`config.mk`:
```
export PLATFORM = sky130hd
export DESIGN_NAME = tx_preamble_insert
export DESIGN_NICKNAME = d
export VERILOG_FILES = /design/src/rtl/txp_pkg.sv /design/src/rtl/txp_pre_gen.sv /design/src/rtl/txp_capture.sv /design/src/rtl/txp_gap_timer.sv /design/src/rtl/tx_preamble_insert.sv
export SDC_FILE = /design/constraint.sdc
export NUM_CORES = 1
export LEC_CHECK = 0
export BUFFER_PORTS_ARGS = -buffer_cell sky130_fd_sc_hd__buf_2
export CAP_MARGIN = 40
export CORE_MARGIN = 2
export CORE_UTILIZATION = 55
export DETAILED_ROUTE_END_ITERATION = 16
export HOLD_SLACK_MARGIN = 0.1
export PLACE_DENSITY_LB_ADDON = 0.05
export SLEW_MARGIN = 20
export SYNTH_ARGS = -nofsm -noshare
export SYNTH_HDL_FRONTEND = slang
export SYNTH_SLANG_ARGS = --single-unit
```
`constraint.sdc`:
```
create_clock -name clk -period 6.3 [get_ports clk]
set_input_delay 1.26 -clock clk [delete_from_list [all_inputs] [get_ports clk]]
set_output_delay 1.26 -clock clk [all_outputs]
set_load 0.005 [all_outputs]
```
`src/rtl/txp_pkg.sv`:
```
package txp_pkg;
   typedef enum logic [2:0] {
      ST_IDLE,
      ST_COLLECT,
      ST_GEN,
      ST_EMIT,
      ST_PAY,
      ST_GAP
   } txp_state_e;
endpackage

```
`src/rtl/txp_pre_gen.sv`:
```
module txp_pre_gen #(
   parameter int          PRE_LEN  = 8,
   parameter logic [7:0]  PRE_BYTE = 8'h55,
   parameter logic [7:0]  SFD_BYTE = 8'hD5,
   parameter int          IDX_W    = 3
) (
   input  logic [IDX_W-1:0] idx,
   output logic [7:0]       byte_o
);
   localparam logic [IDX_W-1:0] LAST_IDX = IDX_W'(PRE_LEN - 1);

   // delimiter closes the sequence, filler everywhere else
   assign byte_o = (idx == LAST_IDX) ? SFD_BYTE : PRE_BYTE;
endmodule

```
`src/rtl/txp_capture.sv`:
```
module txp_capture #(
   parameter int PRE_LEN = 8,
   parameter int IDX_W   = 3,
   parameter bit ENABLE  = 1'b1
) (
   input  logic             clk,
   input  logic             wr_en,
   input  logic [IDX_W-1:0] wr_idx,
   input  logic [7:0]       wr_data,
   input  logic [IDX_W-1:0] rd_idx,
   output logic [7:0]       rd_data
);
   generate
      if (ENABLE) begin : g_store
         logic [7:0] slot_q [PRE_LEN];
         always_ff @(posedge clk) begin
            if (wr_en) slot_q[wr_idx] <= wr_data;
         end
         assign rd_data = slot_q[rd_idx];
      end else begin : g_none
         assign rd_data = 8'h00;
      end
   endgenerate
endmodule

```
`src/rtl/txp_gap_timer.sv`:
```
module txp_gap_timer #(
   parameter int GAP_BYTES = 12,
   parameter int CNT_W     = 4
) (
   input  logic clk,
   input  logic rst_n,
   input  logic run,
   output logic done
);
   localparam logic [CNT_W-1:0] END_CNT = CNT_W'(GAP_BYTES - 1);

   logic [CNT_W-1:0] cnt_q;

   always_ff @(posedge clk) begin
      if (!rst_n || !run) cnt_q <= '0;
      else if (cnt_q != END_CNT) cnt_q <= cnt_q + 1'b1;
   end

   assign done = run && (cnt_q == END_CNT);

   p_count_bounded_r8: assert property (@(posedge clk) disable iff (!rst_n)
      done |=> !done || !run);
endmodule

```
`src/rtl/tx_preamble_insert.sv`:
```
module tx_preamble_insert #(
   parameter int         PRE_LEN        = 8,
   parameter int         GAP_BYTES      = 12,
   parameter logic [7:0] PRE_BYTE       = 8'h55,
   parameter logic [7:0] SFD_BYTE       = 8'hD5,
   parameter bit         CUSTOM_SUPPORT = 1'b1
) (
   input  logic       clk,
   input  logic       rst_n,
   input  logic       cust_en,
   input  logic       rmii_mode,
   input  logic [7:0] in_data,
   input  logic       in_valid,
   output logic       in_ready,
   input  logic       in_first,
   input  logic       in_last,
   input  logic       in_custom,
   output logic [7:0] out_data,
   output logic       out_valid,
   output logic       out_last,
   output logic       drop_err
);
   import txp_pkg::*;

   localparam int               IDX_W    = (PRE_LEN > 1) ? $clog2(PRE_LEN) : 1;
   localparam int               GAP_W    = $clog2(GAP_BYTES + 1);
   localparam logic [IDX_W-1:0] LAST_IDX = IDX_W'(PRE_LEN - 1);

   generate
      if (PRE_LEN < 2) begin : g_bad_len
         $error("tx_preamble_insert: PRE_LEN must be at least 2");
      end
      if (GAP_BYTES < 1) begin : g_bad_gap
         $error("tx_preamble_insert: GAP_BYTES must be at least 1");
      end
   endgenerate

   txp_state_e       st_q, st_n;
   logic [IDX_W-1:0] idx_q, idx_n;
   logic             ends_q, ends_n;   // frame ends inside its preamble
   logic             keep_q, keep_n;   // captured bytes become the preamble
   logic             cap_we, gap_run, gap_done, ready_c;
   logic [7:0]       gen_byte, cap_byte;
   logic [7:0]       od_n;
   logic             ov_n, ol_n, err_n;
   logic [7:0]       od_q;
   logic             ov_q, ol_q, err_q;

   txp_pre_gen #(.PRE_LEN(PRE_LEN), .PRE_BYTE(PRE_BYTE), .SFD_BYTE(SFD_BYTE), .IDX_W(IDX_W))
      u_gen (.idx(idx_q), .byte_o(gen_byte));

   txp_capture #(.PRE_LEN(PRE_LEN), .IDX_W(IDX_W), .ENABLE(CUSTOM_SUPPORT))
      u_cap (.clk(clk), .wr_en(cap_we), .wr_idx(idx_q), .wr_data(in_data),
             .rd_idx(idx_q), .rd_data(cap_byte));

   txp_gap_timer #(.GAP_BYTES(GAP_BYTES), .CNT_W(GAP_W))
      u_gap (.clk(clk), .rst_n(rst_n), .run(gap_run), .done(gap_done));

   always_comb begin
      st_n    = st_q;
      idx_n   = idx_q;
      ends_n  = ends_q;
      keep_n  = keep_q;
      cap_we  = 1'b0;
      ready_c = 1'b0;
      gap_run = 1'b0;
      ov_n    = 1'b0;
      ol_n    = 1'b0;
      od_n    = od_q;
      err_n   = 1'b0;
      case (st_q)
         ST_IDLE: begin
            ends_n = 1'b0;
            idx_n  = '0;
            if (in_valid && in_first) begin
               if (CUSTOM_SUPPORT && cust_en && in_custom) begin
                  st_n   = ST_COLLECT;
                  keep_n = !rmii_mode;
               end else begin
                  st_n   = ST_GEN;
                  keep_n = 1'b0;
               end
            end
         end
         ST_COLLECT: begin
            ready_c = 1'b1;
            if (in_valid) begin
               cap_we = 1'b1;
               if (idx_q == LAST_IDX) begin
                  ends_n = in_last;
                  idx_n  = '0;
                  st_n   = keep_q ? ST_EMIT : ST_GEN;
               end else if (in_last) begin
                  err_n = 1'b1;
                  st_n  = ST_IDLE;
               end else begin
                  idx_n = idx_q + 1'b1;
               end
            end
         end
         ST_GEN, ST_EMIT: begin
            ov_n = 1'b1;
            od_n = (st_q == ST_EMIT) ? cap_byte : gen_byte;
            ol_n = (idx_q == LAST_IDX) && ends_q;
            if (idx_q == LAST_IDX) begin
               idx_n = '0;
               st_n  = ends_q ? ST_GAP : ST_PAY;
            end else begin
               idx_n = idx_q + 1'b1;
            end
         end
         ST_PAY: begin
            ready_c = 1'b1;
            if (in_valid) begin
               ov_n = 1'b1;
               od_n = in_data;
               ol_n = in_last;
               if (in_last) st_n = ST_GAP;
            end
         end
         ST_GAP: begin
            gap_run = 1'b1;
            if (gap_done) st_n = ST_IDLE;
         end
         default: st_n = ST_IDLE;
      endcase
   end

   always_ff @(posedge clk) begin
      if (!rst_n) begin
         st_q   <= ST_IDLE;
         idx_q  <= '0;
         ends_q <= 1'b0;
         keep_q <= 1'b0;
         od_q   <= '0;
         ov_q   <= 1'b0;
         ol_q   <= 1'b0;
         err_q  <= 1'b0;
      end else begin
         st_q   <= st_n;
         idx_q  <= idx_n;
         ends_q <= ends_n;
         keep_q <= keep_n;
         od_q   <= od_n;
         ov_q   <= ov_n;
         ol_q   <= ol_n;
         err_q  <= err_n;
      end
   end

   assign in_ready  = ready_c;
   assign out_data  = od_q;
   assign out_valid = ov_q;
   assign out_last  = ol_q;
   assign drop_err  = err_q;

   // silent cycles since the most recent out_last, saturating
   logic [GAP_W-1:0] quiet_q;
   always_ff @(posedge clk) begin
      if (!rst_n) quiet_q <= GAP_W'(GAP_BYTES);
      else if (ol_q) quiet_q <= '0;
      else if (!ov_q && quiet_q != GAP_W'(GAP_BYTES)) quiet_q <= quiet_q + 1'b1;
   end

   p_gap_kept_r8: assert property (@(posedge clk) disable iff (!rst_n)
      $rose(out_valid) |-> (quiet_q >= GAP_W'(GAP_BYTES)));

   p_last_then_quiet_r8: assert property (@(posedge clk) disable iff (!rst_n)
      out_last |=> !out_valid);

   p_err_single_r6: assert property (@(posedge clk) disable iff (!rst_n)
      drop_err |=> !drop_err);

   p_err_silent_r6: assert property (@(posedge clk) disable iff (!rst_n)
      drop_err |-> !out_valid);

   p_preamble_stalls_r7: assert property (@(posedge clk) disable iff (!rst_n)
      $rose(out_valid) |-> !in_ready);
endmodule

```
==> results of run 1 <==
[sequential cells by signal (all words and copies together) (netlist names), named ones only]
signal,count
st_q,3
ends_q,1
out_data,8
out_last,1
out_valid,1
drop_err,1
idx_q,3
u_cap.g_store.slot_q,64
u_gap.cnt_q,4
keep_q,1
[synth_stat cells (all sizes together)]
cell type | instances | area share
o21ai | 12 | 0.016
a211oi | 1 | 0.0033
o311ai | 2 | 0.0086
o22ai | 4 | 0.0067
a32oi | 3 | 0.0070
nand4 | 1 | 0.0017
buf | 11 | 0.026
mux4 | 16 | 0.096
nor2b | 3 | 0.0050
nor2 | 22 | 0.025
xnor2 | 2 | 0.0047
nand3 | 10 | 0.017
clkinv | 1 | 0.0010
inv | 3 | 0.0030
nor4 | 2 | 0.0073
nor4b | 1 | 0.0023
a32o | 1 | 0.0027
nand2b | 5 | 0.010
edfxtp | 64 | 0.51
a211o | 1 | 0.0023
nand3b | 2 | 0.0040
nand4b | 1 | 0.0023
clkbuf | 2 | 0.0020
a21oi | 12 | 0.018
a221oi | 4 | 0.0093
o32ai | 1 | 0.0023
nor3 | 5 | 0.0067
mux2i | 13 | 0.035
ha | 4 | 0.013
xor2 | 1 | 0.0023
and2b | 1 | 0.0020
nand2 | 9 | 0.0096
dfxtp | 26 | 0.14
[routing by layer]
layer	global-route usage	vias to the layer above	wire length [um]
met2	0.323	66	3490
met3	0.0457	10	364
met5	0	-	0
li1	-	1017	-
met1	0.334	1107	3680
met4	0.0810	0	125
[cell type report]
class	instances	area, um^2	share of cell area
Clock inverter	7	149	0.0354
Clock buffer	9	124	0.0294
Multi-Input combinational cell	139	1200	0.286
Sequential cell	90	2440	0.581
Tap cell	80	100	0.0238
Inverter	4	15.0	0.00357
Timing Repair Buffer	31	175	0.0416
[layout by cell type (no fill, tap or decap), drive strengths merged, types with 2 or more instances in the layout]
cell type / n
a21oi: 12
a221oi: 4
a32oi: 3
buf: 31
bufinv: 4
clkbuf: 9
clkinv: 2
dfxtp: 26
edfxtp: 64
ha: 4
inv: 5
mux2i: 13
mux4: 16
nand2: 9
nand2b: 5
nand3: 10
nand3b: 2
nor2: 22
nor2b: 3
nor3: 5
nor4: 2
o21ai: 12
o22ai: 4
o311ai: 2
xnor2: 2
[power by group]
group	total, mW	internal (mW)	leakage [nW]	switching, mW
combinational	0.212	0.104	0.493	0.108
clock	0.519	0.308	0.136	0.211
sequential	0.699	0.660	0.787	0.0387
total	1.43	1.07	1.42	0.357
[through the flow]
| stage | util | instances |
|---|---|---|
| floorplan | - | 246 |
| global placement | 0.580 | 340 |
| detailed placement | 0.583 | 343 |
| CTS | 0.624 | 359 |
| global route | 0.626 | 360 |
| finish | 0.626 | 360 |
[final timing paths]
check / from / to / slack, ns / depth (start not counted)
worst min register to register: ends_q / out_last / 0.51 / 2
worst max register to register: st_q[0] / u_cap.g_store.slot_q[4][6] / 4.02 / 4
worst max-delay path: st_q[1] / in_ready / 3.67 / 2
worst min-delay path: ends_q / out_last / 0.51 / 2
[critical path, cell delays in order, from the launching register on]
cell	delay, ns
sky130_fd_sc_hd__dfxtp_1	0.76
sky130_fd_sc_hd__nor2_1	0.10
sky130_fd_sc_hd__buf_2	0.15
[cell families (layout without fill, tap and decap cells)]
| logic type | Yosys count | after routing |
|---|---|---|
| buf+inv | 17 | 51 |
| xor+xnor | 3 | 3 |
| mux | 29 | 29 |
| simple gates | 62 | 62 |
| compound gates | 41 | 41 |
| fa+ha+maj | 4 | 4 |
| flops | 90 | 90 |
==> run_results.csv, run 1 <==
group,metric,value,unit
outcome,run_status,"finished, final reports clean",
route,route.antenna.remaining_nets,0,
worst_setup_path,critical_path.endpoint_type,"output port",
synthesis,yosysWarningCount,0,
global_route,grt_start_max_net_pins,23,
route,dr.first_iter.drc_count,130,
final_layout,layout-drive-gt1-share,0.271,
timing,tns,0,ns
cts,worst_setup_hold_path_clk_slew,0.10,ns
timing,max_slew_margin,0.517,
cts,clock_latency,0.36,ns
synthesis,synthMuxAreaShare,0.130,
final_layout,fillCellCount,515,
timing,setup_violations,0,
route,remaining_drc_errors,0,
final_layout,syn_to_final_growth,11.8,%
cts,tritoncts,"yes",
synthesis,synth_top_family_by_area,"multiplexers",
cts,cts_hold_buffers,0,
floorplanning,die_width,86.7,um
global_route,grt-ovfl-total,0,
route,via_count,2200,
global_route,grt_antenna_before_repair,0,
power_and_ir_drop,leakage,1.42,nW
timing,setup_slack,3.67,ns
final_layout,antenna_cells,0,
worst_setup_path,critPathKind,"reg -> out",
placed_design,buffer_ports.inserted,27,
cts,ctsHtreeMaxLevel,3,
global_route,grt.total_usage,0.222,
synthesis,synth.cell_area,3760,um^2
timing,max_freq,380,MHz
power_and_ir_drop,cellPowerDensity,340,nW/um^2
timing,worst_slew_pin_slew,0.724,ns
synthesis,synthAdderAreaFrac,0.0133,
min_path,hold_path_class,"reg -> reg",
global_route,grt_first_pass_wirelength,12000,um
flow_run,max_cap_violations,0,
synthesis,postSynthCellCount,246,
synthesis,post_synth_and_or_nand_nor_area_fraction,0.0925,
worst_setup_path,cp_max_fanout,14,
worst_setup_path,worst_path_required,5.04,ns
placed_design,dpl_worst_slack,3.34,ns
floorplanning,rows,30,
timing,report.final.hold_viol_count,0,
synthesis,synth_compound_gate_area_share,0.0762,
floorplanning,core_region_area,6720,um^2
synthesis,synth_seq_cells,90,
route,routedWlPerCell,21.3,um
power_and_ir_drop,post-layout-total-power,1.43,mW
timing,rsz_0062_raised_after_global_routing,"no",
cts,cts_buffer_count,9,
floorplanning,top_level_ports,28,
timing,maxSlewViolCount,0,
cts,clock_tree.buffer_depth,2,
power_and_ir_drop,vdd_drop_max,0.000183,V
synthesis,seq_area_frac_synth,0.649,
floorplanning,start_util,0.560,
placed_design,placedInstanceArea,3920,um^2
route,drt_pass1_iterations,4,
timing,timing.final.crit_share,0.418,
route,routed_via_count_divided_by_cell_count,6.11,
global_route,via_count_of_the_first_global_routing_pass,2140,
final_layout,finish.net_count,295,
placed_design,global_placement_routability_congestion,0.784,
floorplanning,die_height,86.7,um
cts,clock-root-buffer,"sky130_fd_sc_hd__clkbuf_8",
synthesis,postSynthNetCount,266,
synthesis,yosys.area_share.xor_xnor,0.00698,
timing,hold_ws,0.507,ns
cts,cts.repair_timing.setup_buffer_count,0,
worst_setup_path,timing.critical_path.arrival,1.37,ns
cts,post_cts_resize_count,0,
final_layout,postLayoutCellArea,4210,um^2
placed_design,detailed_place_hpwl,5330,um
worst_setup_path,worst_setup_path_start_kind,"flip-flop",
cts,numClockSinks,90,
route,finalWirelength,7660,um
synthesis,synth.lib_cells_used.distinct,45,
timing,fin_skew,0.0104,ns
timing,finalWorstPathRequiredPeriod,2.63,ns
synthesis,average_size_of_a_mapped_cell,15.3,um^2
floorplanning,die_area,7520,um^2
Note: power is estimated with default switching activity, not from simulation.
==> run 2, diff against run 1 <==
- clock period: 6.3 -> 2.7 ns (I/O delays scaled with it)
==> run_results.csv, run 2 (synthesized netlist as in run 1, its figures left out) <==
group,metric,value,unit
outcome,run_status,"finished, final reports clean",
global_route,via_count_of_the_first_global_routing_pass,2080,
cts,cts_hold_buffers,0,
timing,worst_slew_pin_slew,0.647,ns
route,finalWirelength,7100,um
power_and_ir_drop,leakage,1.42,nW
min_path,min_delay_worst_endpoint,"drop_err",
worst_setup_path,timing.critical_path.arrival,2.07,ns
timing,hold_ws,0.458,ns
worst_setup_path,worstReg2RegEnd,"u_cap.g_store.slot_q[0][3]",
final_layout,final_cell_mix,"sky130_fd_sc_hd__edfxtp_1, sky130_fd_sc_hd__buf_2, sky130_fd_sc_hd__dfxtp_1",
global_route,grt_antenna_before_repair,0,
route,route.antenna.remaining_nets,0,
placed_design,buffer_ports.inserted,27,
min_path,hold_path_class,"in -> reg",
global_route,grt_first_pass_wirelength,11200,um
worst_setup_path,regToRegSetupSlack,0.69,ns
global_route,grt-ovfl-total,0,
cts,cts.repair_timing.setup_buffer_count,0,
placed_design,detailed_place_hpwl,4710,um
cts,clock_latency,0.35,ns
timing,rsz_0062_raised_after_global_routing,"no",
placed_design,global_placement_routability_congestion,0.785,
final_layout,postLayoutCellArea,4190,um^2
final_layout,largest_register,"u_cap.g_store.slot_q",
floorplanning,die_height,86.7,um
floorplanning,core_region_area,6720,um^2
power_and_ir_drop,p_sw_frac,0.258,
final_layout,syn_to_final_growth,11.4,%
route,remaining_drc_errors,0,
timing,maxSlewViolCount,0,
power_and_ir_drop,combPwrFrac,0.166,
final_layout,largest_reg_flops,64,
timing,fin_skew,0.00461,ns
timing,report.final.hold_viol_count,0,
final_layout,antenna_cells,0,
power_and_ir_drop,power.clock.fraction,0.292,
timing,max_slew_margin,0.568,
worst_setup_path,worst_setup_path_start_kind,"flip-flop",
power_and_ir_drop,power_report.internal_total,2.21,mW
floorplanning,die_area,7520,um^2
route,routedWlPerCell,19.2,um
floorplanning,die_width,86.7,um
worst_setup_path,cp_max_fanout,11,
cts,worst_setup_hold_path_clk_slew,0.08,ns
route,drt_pass1_iterations,4,
worst_setup_path,reg2reg_from,"st_q[0]",
cts,ctsHtreeMaxLevel,3,
cts,clock_tree.buffer_depth,2,
worst_setup_path,worstRegToRegCells,5,
timing,setup_violations,0,
placed_design,placedInstanceArea,3980,um^2
floorplanning,rows,30,
worst_setup_path,critical_path.endpoint_type,"flip-flop",
power_and_ir_drop,net_switching,0.768,mW
power_and_ir_drop,cellPowerDensity,710,nW/um^2
power_and_ir_drop,relative_contribution_of_sequential_cells_to_total_power,0.542,
cts,post_cts_resize_count,0,
global_route,grt.total_usage,0.208,
cts,tritoncts,"yes",
global_route,grt_start_max_net_pins,23,
min_path,hold_path.startpoint,"in_last",
cts,clock-root-buffer,"sky130_fd_sc_hd__clkbuf_8",
floorplanning,start_util,0.560,
route,routed_via_count_divided_by_cell_count,5.85,
power_and_ir_drop,vdd_drop_max,0.000365,V
timing,max_freq,498,MHz
power_and_ir_drop,post-layout-total-power,2.97,mW
final_layout,layout-drive-gt1-share,0.280,
cts,cts_buffer_count,9,
timing,timing.final.crit_share,0.744,
timing,finalWorstPathRequiredPeriod,2.01,ns
timing,tns,0,ns
worst_setup_path,worst_path_required,2.76,ns
route,dr.first_iter.drc_count,175,
min_path,worst_hold_path.num_cells,3,
route,via_count,2160,
floorplanning,top_level_ports,28,
cts,numClockSinks,90,
final_layout,finish.net_count,304,
worst_setup_path,critPathKind,"reg -> reg",
final_layout,layout.cells.most_common,"sky130_fd_sc_hd__edfxtp_1",
flow_run,max_cap_violations,0,
## run 2: changes by cell type in the layout (fill, tap and decap cells not counted)
cell,change
sky130_fd_sc_hd__clkinv_4,-1
sky130_fd_sc_hd__bufinv_16,-3
sky130_fd_sc_hd__buf_2,-2
sky130_fd_sc_hd__clkbuf_1,+2
sky130_fd_sc_hd__clkinv_1,+2
sky130_fd_sc_hd__buf_4,+11
sky130_fd_sc_hd__clkinvlp_4,+1
sky130_fd_sc_hd__inv_8,-1
## run 2: critical path, cell delays in order (launching register included)
cell and delay (ns):
sky130_fd_sc_hd__dfxtp_1 0.63, sky130_fd_sc_hd__inv_2 0.16, sky130_fd_sc_hd__nor4_4 0.37, sky130_fd_sc_hd__nand2b_1 0.17
sky130_fd_sc_hd__nor3_1 0.17, sky130_fd_sc_hd__buf_4 0.21
## run 2: power by group through the flow
stage	Clock [mW]	Combinational [mW]	Sequential, mW
6_report	0.868	0.494	1.61
5_1_grt	0.948	0.550	1.62
4_1_cts	0.899	0.495	1.62
3_5_place_dp	0	0.495	1.65
3_3_place_gp	0	0.488	1.65
2_1_floorplan	0	0.422	1.61
## run 2: how the worst max path moves through the flow
stage	startpoint	endpoint	slack [ns]	cells past startpoint
final	st_q[0]	u_cap.g_store.slot_q[0][3]	0.69	5
after global routing	st_q[0]	u_cap.g_store.slot_q[1][6]	0.53	5
after CTS	st_q[2]	in_ready	0.48	3
after detailed placement	st_q[0]	u_cap.g_store.slot_q[1][1]	0.71	5
after global placement	st_q[0]	u_cap.g_store.slot_q[0][1]	0.71	5
after floorplan	in_valid	u_cap.g_store.slot_q[0][0]	0.63	5
## run 2: final cells by class
class                      instances  area, um^2
clock inverter                     5        53.8
tap                               80         100
clock buffer                      11         131
timing repair buffer              40         248
multi-input combinational        139        1200
sequential                        90        2440
inverter                           4        15.0
fill                             515        2530
## run 2: metal layers
layer / wire length (um) / global-route usage / share of wire
met1: 3220 / 0.290 / 0.45
met2: 3460 / 0.315 / 0.49
met3: 284 / 0.0495 / 0.040
met4: 131 / 0.0866 / 0.018
met5: 0 / 0 / 0
## run 2: metrics by stage
stage,util,setup WS (ns),std cells
finish,0.624,0.691,369
global route,0.624,0.528,369
CTS,0.619,0.478,367
detailed placement,0.592,0.709,351
global placement,0.592,0.710,351
floorplan,-,0.628,246
